--- config.mk ---
export PLATFORM = sky130hd
export DESIGN_NAME = wake_event_hub
export DESIGN_NICKNAME = d
export VERILOG_FILES = /design/src/rtl/wake_pkg.sv /design/src/rtl/wake_sync_edge.sv /design/src/rtl/wake_regs.sv /design/src/rtl/wake_event_hub.sv
export SDC_FILE = /design/constraint.sdc
export NUM_CORES = 1
export LEC_CHECK = 0
export ABC_CLOCK_PERIOD_IN_PS = 2000
export BUFFER_PORTS_ARGS = -buffer_cell sky130_fd_sc_hd__buf_2
export CORE_MARGIN = 2
export CORE_UTILIZATION = 45
export CTS_CLUSTER_DIAMETER = 200
export DETAILED_ROUTE_END_ITERATION = 7
export GPL_ROUTABILITY_DRIVEN = 0
export HOLD_SLACK_MARGIN = 0.06
export PLACE_DENSITY_LB_ADDON = 0.1
export SLEW_MARGIN = 20
export SYNTH_ARGS = -nofsm -noshare
export SYNTH_HDL_FRONTEND = slang
export SYNTH_HIERARCHICAL = 1
export SYNTH_SLANG_ARGS = --single-unit
--- constraint.sdc ---
create_clock -name clk -period 2 [get_ports clk]
set_input_delay 0.2 -clock clk [delete_from_list [all_inputs] [get_ports clk]]
set_output_delay 0.2 -clock clk [all_outputs]
set_load 0.02 [all_outputs]
--- src/rtl/wake_pkg.sv ---
package wake_pkg;
    localparam int NFIX = 5;

    localparam logic [2:0] A_STS_LO = 3'd0;
    localparam logic [2:0] A_STS_HI = 3'd1;
    localparam logic [2:0] A_EN_LO  = 3'd2;
    localparam logic [2:0] A_EN_HI  = 3'd3;
    localparam logic [2:0] A_CTRL   = 3'd4;
    localparam logic [2:0] A_POL    = 3'd5;

    localparam int C_GEN  = 0;
    localparam int C_GSTS = 1;
    localparam int C_DIE  = 2;
    localparam int C_MWE  = 3;
endpackage

--- src/rtl/wake_sync_edge.sv ---
module wake_sync_edge #(
    parameter int W = 13
) (
    input  logic         clk,
    input  logic         rst_n,
    input  logic [W-1:0] pins,
    input  logic [W-1:0] rise_sel,
    output logic [W-1:0] evt
);
    typedef struct packed {
        logic [W-1:0] s1;
        logic [W-1:0] s2;
        logic [W-1:0] s3;
        logic [1:0]   warm;
    } st_t;

    st_t q, d;
    logic armed;

    assign armed = (q.warm == 2'd3);

    always_comb begin
        d      = q;
        d.s1   = pins;
        d.s2   = q.s1;
        d.s3   = q.s2;
        d.warm = armed ? q.warm : q.warm + 2'd1;
    end

    always_ff @(posedge clk or negedge rst_n) begin
        if (!rst_n) begin
            q.s1   <= '1;
            q.s2   <= '1;
            q.s3   <= '1;
            q.warm <= 2'd0;
        end else begin
            q <= d;
        end
    end

    for (genvar i = 0; i < W; i++) begin : g_edge
        assign evt[i] = armed & (rise_sel[i] ? (q.s2[i] & ~q.s3[i])
                                             : (q.s3[i] & ~q.s2[i]));
    end

    // no event fires while the synchroniser pipeline is still filling
    p_quiet_warmup_r2: assert property (@(posedge clk) disable iff (!rst_n)
        (q.warm != 2'd3) |-> (evt == '0));
endmodule

--- src/rtl/wake_regs.sv ---
module wake_regs
    import wake_pkg::*;
#(
    parameter int NSRC = 13,
    parameter int NGP  = 8
) (
    input  logic            clk,
    input  logic            rst_n,
    input  logic [NSRC-1:0] evt,
    input  logic            wr_en,
    input  logic [2:0]      addr,
    input  logic [7:0]      wdata,
    output logic [7:0]      rdata,
    output logic [NSRC-1:0] sts,
    output logic [NSRC-1:0] en,
    output logic            gen,
    output logic            die,
    output logic            mwe,
    output logic [NGP-1:0]  pol
);
    typedef struct packed {
        logic [NSRC-1:0] sts;
        logic [NSRC-1:0] en;
        logic            gen;
        logic            gsts;
        logic            die;
        logic            mwe;
        logic [NGP-1:0]  pol;
    } rg_t;

    rg_t q, d;
    logic [NSRC-1:0] clr;
    logic            gclr;

    always_comb begin
        d    = q;
        clr  = '0;
        gclr = 1'b0;
        for (int b = 0; b < NSRC; b++) begin
            if (wr_en && addr == ((b < 8) ? A_STS_LO : A_STS_HI))
                clr[b] = wdata[b % 8];
            if (wr_en && addr == ((b < 8) ? A_EN_LO : A_EN_HI))
                d.en[b] = wdata[b % 8];
        end
        if (wr_en && addr == A_CTRL) begin
            d.gen = wdata[C_GEN];
            d.die = wdata[C_DIE];
            d.mwe = wdata[C_MWE];
            gclr  = wdata[C_GSTS];
        end
        if (wr_en && addr == A_POL)
            d.pol = wdata[NGP-1:0];
        d.sts  = (q.sts & ~clr) | evt;
        d.gsts = (q.gsts & ~gclr) | (|evt);
    end

    always_ff @(posedge clk or negedge rst_n) begin
        if (!rst_n) q <= '0;
        else        q <= d;
    end

    always_comb begin
        rdata = '0;
        case (addr)
            A_STS_LO, A_STS_HI, A_EN_LO, A_EN_HI: begin
                for (int b = 0; b < NSRC; b++) begin
                    if (addr == ((b < 8) ? A_STS_LO : A_STS_HI))
                        rdata[b % 8] = q.sts[b];
                    if (addr == ((b < 8) ? A_EN_LO : A_EN_HI))
                        rdata[b % 8] = q.en[b];
                end
            end
            A_CTRL: rdata = {4'b0, q.mwe, q.die, q.gsts, q.gen};
            A_POL:  rdata[NGP-1:0] = q.pol;
            default: rdata = '0;
        endcase
    end

    assign sts = q.sts;
    assign en  = q.en;
    assign gen = q.gen;
    assign die = q.die;
    assign mwe = q.mwe;
    assign pol = q.pol;

    // a detected event always leaves its status bit set, even under a clear
    p_evt_wins_r5: assert property (@(posedge clk) disable iff (!rst_n)
        (|evt) |=> ((q.sts & $past(evt)) == $past(evt)));
    // status bits rise only from a detected event
    p_no_spurious_r2: assert property (@(posedge clk) disable iff (!rst_n)
        1'b1 |=> ((q.sts & ~$past(q.sts) & ~$past(evt)) == '0));
    // a one written to status bit 0 clears it when no event competes
    p_w1c_r4: assert property (@(posedge clk) disable iff (!rst_n)
        (wr_en && addr == A_STS_LO && wdata[0] && !evt[0]) |=> !q.sts[0]);
    // global status follows any event
    p_gsts_r8: assert property (@(posedge clk) disable iff (!rst_n)
        (|evt) |=> q.gsts);
endmodule

--- src/rtl/wake_event_hub.sv ---
module wake_event_hub
    import wake_pkg::*;
#(
    parameter int NGP = 8
) (
    input  logic           clk,
    input  logic           rst_n,
    input  logic           ri_a_n,
    input  logic           ri_b_n,
    input  logic           ring_n,
    input  logic           kbd_dat,
    input  logic           mou_dat,
    input  logic [NGP-1:0] gp_in,
    input  logic           mgmt_req,
    input  logic           wr_en,
    input  logic [2:0]     addr,
    input  logic [7:0]     wdata,
    output logic [7:0]     rdata,
    output logic           wake_oe,
    output logic           wake_o
);
    // NGP is limited to 1..8: one polarity byte, status fits two bytes
    localparam int NSRC = NFIX + NGP;

    logic [NSRC-1:0] pins, rise_sel, evt, sts, en;
    logic [NGP-1:0]  pol;
    logic            gen, die, mwe;

    assign pins     = {gp_in, mou_dat, kbd_dat, ring_n, ri_b_n, ri_a_n};
    assign rise_sel = {pol, {NFIX{1'b0}}};

    wake_sync_edge #(.W(NSRC)) u_edge (
        .clk(clk), .rst_n(rst_n), .pins(pins), .rise_sel(rise_sel), .evt(evt)
    );

    wake_regs #(.NSRC(NSRC), .NGP(NGP)) u_regs (
        .clk(clk), .rst_n(rst_n), .evt(evt),
        .wr_en(wr_en), .addr(addr), .wdata(wdata), .rdata(rdata),
        .sts(sts), .en(en), .gen(gen), .die(die), .mwe(mwe), .pol(pol)
    );

    typedef struct packed {
        logic m1;
        logic m2;
        logic wake;
    } out_t;

    out_t q, d;

    always_comb begin
        d      = q;
        d.m1   = mgmt_req;
        d.m2   = q.m1;
        d.wake = gen & ((|(sts & en)) | (q.m2 & die & mwe));
    end

    always_ff @(posedge clk or negedge rst_n) begin
        if (!rst_n) q <= '0;
        else        q <= d;
    end

    assign wake_oe = q.wake;
    assign wake_o  = 1'b0;

    // master enable off means the pin is released next cycle
    p_gate_r6: assert property (@(posedge clk) disable iff (!rst_n)
        !gen |=> !wake_oe);
    // any enabled pending source with master enable asserts the pin
    p_request_r7: assert property (@(posedge clk) disable iff (!rst_n)
        (gen && (|(sts & en))) |=> wake_oe);
    // management path is blocked unless both of its enables are set
    p_mgmt_gate_r9: assert property (@(posedge clk) disable iff (!rst_n)
        (!(die && mwe) && ((sts & en) == '0)) |=> !wake_oe);
endmodule

### After elaboration in Yosys (flattened, before gate mapping)

Cells that the tools add are included.

* flip-flop bits (word level): 82
* latch bits: 0
* word-level logic and storage cells: 147
* input port bits: 28
* memory bits (read-only): 0
* output and inout bits: 10
* memories kept: 0
* bits in writable memories: 0

* equality and inequality tests: 6
* divide/modulo/power cells: 0
* reduce and logical (&&, ||, !) cells: 10
* add/subtract/negate cells: 1
* bitwise gates (word level): 66
* shift operators: 0
* multiply operators: 0
* order comparisons: 0
* multiplexer cells: 49

Operator list (number)
* $mux 1: 48
* $and 1x1->1: 38
* $and 13x13->13: 2
* $reduce_or 13->1: 2
* $pmux 8 s3: 1
* $not 1->1: 22
* $not 13->13: 1
* $or 13x13->13: 1
* $eq 3x2->1 const B: 2
* $eq 3x3->1 const B: 2
* $logic_and 1x1->1: 6
* $reduce_or 4->1: 1
* $eq 3x1->1 const B: 1
* $logic_not 3->1: 1
* $add 2x1->2 const B: 1
* $eq 2x2->1 const B: 1
* $or 1x1->1: 2

### Logic depth before layout (Yosys ltp)

* depth in word-level cells: 6
* depth in mapped cells: 8
* mapped depth without buffers: 6

### Modules after synthesis

The synthesis kept the hierarchy.

Modules (own cells, without submodules)
* wake_regs: sequential area each 950.9 µm², cells each 185, times used 1, area each 2138.3 µm²
* wake_sync_edge: sequential area each 1074.8 µm², cells each 85, times used 1, area each 1438.9 µm²
* wake_event_hub: sequential area each 75.1 µm², cells each 15, times used 1, area each 157.7 µm²

### Least setup slack after synthesis

Ideal clock, no wire load.

* path type: reg-to-reg
* from: reg u_edge/q[0] (netlist bit)
* to: reg u_regs/q[10] (netlist bit)
* required time: 1.882 ns
* path slack: 0.332 ns
* buffers on the path: 2
* cell stages (with the launch flop): 9
* arrival: 1.550 ns
* setup time: 0.118 ns
* period minus slack after synthesis: 1.668 ns
* cells stage by stage: dfrtp_1 > ha_1 > buf_6 > buf_6 > nand4b_1 > nand2_1 > nor4_1 > nand4_1 > a21o_1

RTL lines
* start: declaration: RTL line wake_sync_edge.sv:17 `st_t q, d;`
* end signal: assignment: RTL line wake_regs.sv:58 `if (!rst_n) q <= '0;`
* end signal: assignment: RTL line wake_regs.sv:59 `else q <= d;`
* end: declaration: RTL line wake_regs.sv:31 `rg_t q, d;`

### Worst setup path after layout

* from: reg u_regs.q (netlist bit u_regs/pol[4])
* to: out rdata[4]

* word-level cells in the longest chain between the ends: 1

Ends and longest elaborated chain
* $pmux 8 s3: RTL line wake_regs.sv:64 `case (addr)`
* end: declaration: RTL line wake_event_hub.sv:18 `output logic [7:0] rdata,`

Every way passes these cells.

==> reports/summary.txt <==
initial antenna violation count - 0
gr usage total - 17.5%
first-pass detailed-route iteration total - 4
Pint - 2.71 mW
min Tclk post-route - 1.84 ns
number of buffers created by CTS - 9
vias in the first global route - 2,196
top cell type's share of synthesized area - 28.8%
first-pass GRT wire length - 11.6 mm
Area Overhead vs Synth - 10.9%
net switching share of the total power - 27.2%
vias per cell - 5.16
vias post-DR - 2,197
sequential area share after synthesis - 56.2%
#FFs+latches synth - 82
endpoints failing hold - 0
Initial Utilization - 45.9%
total power - 3.72 mW
Max Transition Viols Final - 0
Post-CTS Setup Bufs - 0
share of layout cells above drive strength 1 - 39.3%
CTS H-tree lvls - 3
CP bufs+invs - 1
Final period util - 92.1%
slowest stage cell on the critical path - dfrtp_1
outcome - complete, no violations
# diodes - 0
Slew headroom - 60.0%
DIE HEIGHT - 95.1 um
total congestion overflow - 0
CTS tree - yes
Post-Route WL - 7.02 mm
Netlist cell types - 35
Post-Syn Instances - 285
CP Capture Type - output port
wire per inst - 16.5 um
antenna viol nets, final - 0
setup tns final - 0 ns
Reg clk slew, reported paths - 0.09 ns
initial DRC count - 72
design area - 4140 um2
worst-path maximum fanout - 4
CP top delay family - flip-flops
Pleak - 1.74 nW
core area - 8130 um2
CP Data Required Time - 1.80 ns
post-DP HPWL - 4.92 mm
area leader, netlist - dfrtp_1
Std-Cell Rows - 33
critical path, cell by cell - mux2_2 > a221oi_1 > nor2_1 > buf_2
maximum root-to-sink buffer count - 2
f_max - 543 MHz
Area contributors post-synth - dfrtp_1 29%, dfstp_2 27%, mux2_2 7.8%, buf_4 7.6%, nand2_1 3.4%
Final #Nets - 345
IR drop worst, VDD - 0.441 mV
part of the power in registers - 54.3%
synthesized area - 3730 um2
worst setup path category - register to output port
worst slew pin tran - 0.600 ns
Critical Path Max Stage Delay - 0.42 ns
Psw - 1.01 mW
Yosys warnings - 6
Worst Hold Class - input port to register
Die X - 95.1 um
Max-Cap Viols - 0
Clock Sinks - 82
pwr dens - 898 nW/um2
total die area - 9040 um2
Worst setup SP type - register
Clk pwr share - 31.9%
RSZ-0062 raised after global routing - no
port bufs - 36
Worst-Skew Late Latency - 0.35 ns
Placed Area - 3780 um2
Root Driver - clkbuf_8
clock skew - 0.0108 ns
I/O Pins - 38
DRC - 0
syn_area_per_cell - 13.1 um2
Final setup viols - 0
Comb pwr share - 13.8%
largest net degree at the start of global routing - 44
CP Data Arrival Time - 1.64 ns
-- logic make-up after synthesis --
| family | after synthesis | share of synthesized area, % |
|---|---|---|
| AOI/OAI and AO/OA | 37 | 7.47 |
| other | 1 | 0.100 |
| DFF | 82 | 56.2 |
| buffers and inverters | 44 | 9.11 |
| xor gates and xnor gates | 1 | 0.235 |
| adders and majority gates | 1 | 0.335 |
| and+or+nand+nor | 84 | 16.2 |
| muxes | 35 | 10.3 |
-- final timing paths --
check	from	cells after the start	slack [ns]	end
setup / recovery	u_regs/pol[4]	4	0.16	rdata[4]
hold / removal	wdata[5]	2	0.13	u_regs/en[5]
setup reg to reg	u_edge/q[0]	7	0.20	u_regs/q[10]
hold reg to reg	d[1]	0	0.34	q[1]
max in group asynchronous	rst_n	3	0.96	u_edge/d[15]
min in group asynchronous	rst_n	2	0.37	u_regs/en[6]
-- sequential cells by signal, indices dropped and copies added, names as in the netlist, 8 cells and up --
name,flops
u_regs/en,13
u_regs/pol,8
u_regs/sts,13
u_edge/q,15
u_edge/d,26
-- cell type report --
class	instances	area (um2)
clock buffer	11	163
tap	105	131
fill	709	3990
timing repair buffer	54	368
sequential	82	2100
clock inverter	5	42.5
multi-input combinational	169	1340
-- worst reg2reg max path, cell delays in order, from the launching register on --
cell and delay (ns):
dfrtp_1 0.41, ha_1 0.29, buf_4 0.22, nand4bb_1 0.11
nand2_1 0.09, nor4_2 0.27, nand4_1 0.13, a21o_1 0.17
-- timing repair --
action	in CTS	in global routing
endpoints found under the setup margin	0	1
resized for setup	0	1
hold endpoints to repair	26	0
hold buffers	15	0
-- Yosys cell counts --
cell and instances:
a221oi_1 1, nand3b_1 4, buf_2 2, nor4b_4 1, nand4bb_1 9, a222oi_1 1, mux2i_1 9, xnor2_1 1
buf_6 4, nor3_1 1, and3b_1 1, a22oi_1 8, conb_1 1, a21o_1 14, and4bb_2 2, buf_4 38
nand4b_1 13, nor4_1 2, mux2_2 26, dfrtp_1 43, nand3_1 2, nand4b_4 2, ha_1 1, or4bb_1 4
o221ai_1 4, o21a_1 6, nand2_1 34, nand2b_1 1, nor2_1 3, dfstp_2 39, o21ai_0 3, nand4_1 2
nor3b_1 1, and4bb_1 1, and2_1 1
-- power groups by stage --
stage	logic, mW	registers, mW	clock network [mW]
detailed placement	0.492	2.05	0
global placement	0.485	2.04	0
global route	0.569	2.05	1.30
floorplan	0.503	1.99	0
finish	0.514	2.02	1.19
CTS	0.517	2.02	1.25
-- per-stage QoR --
step	hold WS, ns	std cells	setup WS [ns]	utilization, %
final	0.126	426	0.157	50.9
after global placement	0.218	395	0.240	46.5
after detailed placement	0.221	395	0.222	46.5
after floorplan	-0.0956	295	0.332	-
after CTS	0.0972	426	0.151	50.9
after global routing	0.114	426	0.0269	50.9
-- layout by cell type (no fill, tap or decap), types with 4 or more instances in the layout --
master and instances:
mux2_2 26, nand4b_1 13, a21o_1 14, conb_1 11, dfstp_2 39, or4bb_1 4
dlygate4sd3_1 15, dfrtp_1 43, buf_2 35, o21a_1 6, mux2i_1 9, nand2_1 34
a22oi_1 8, nand3b_1 4, clkbuf_8 10, nand4bb_1 9, o221ai_1 4
-- routing by layer --
| metal | track usage [%] | vias up | share of wire, % |
|---|---|---|---|
| met5 | 0 | - | 0 |
| met4 | 8.21 | 0 | 2.2 |
| met3 | 4.03 | 10 | 4.3 |
| met2 | 26.8 | 54 | 46 |
| met1 | 23.7 | 1081 | 48 |
| li1 | - | 1052 | - |
Power figures use the tool's default switching activity.
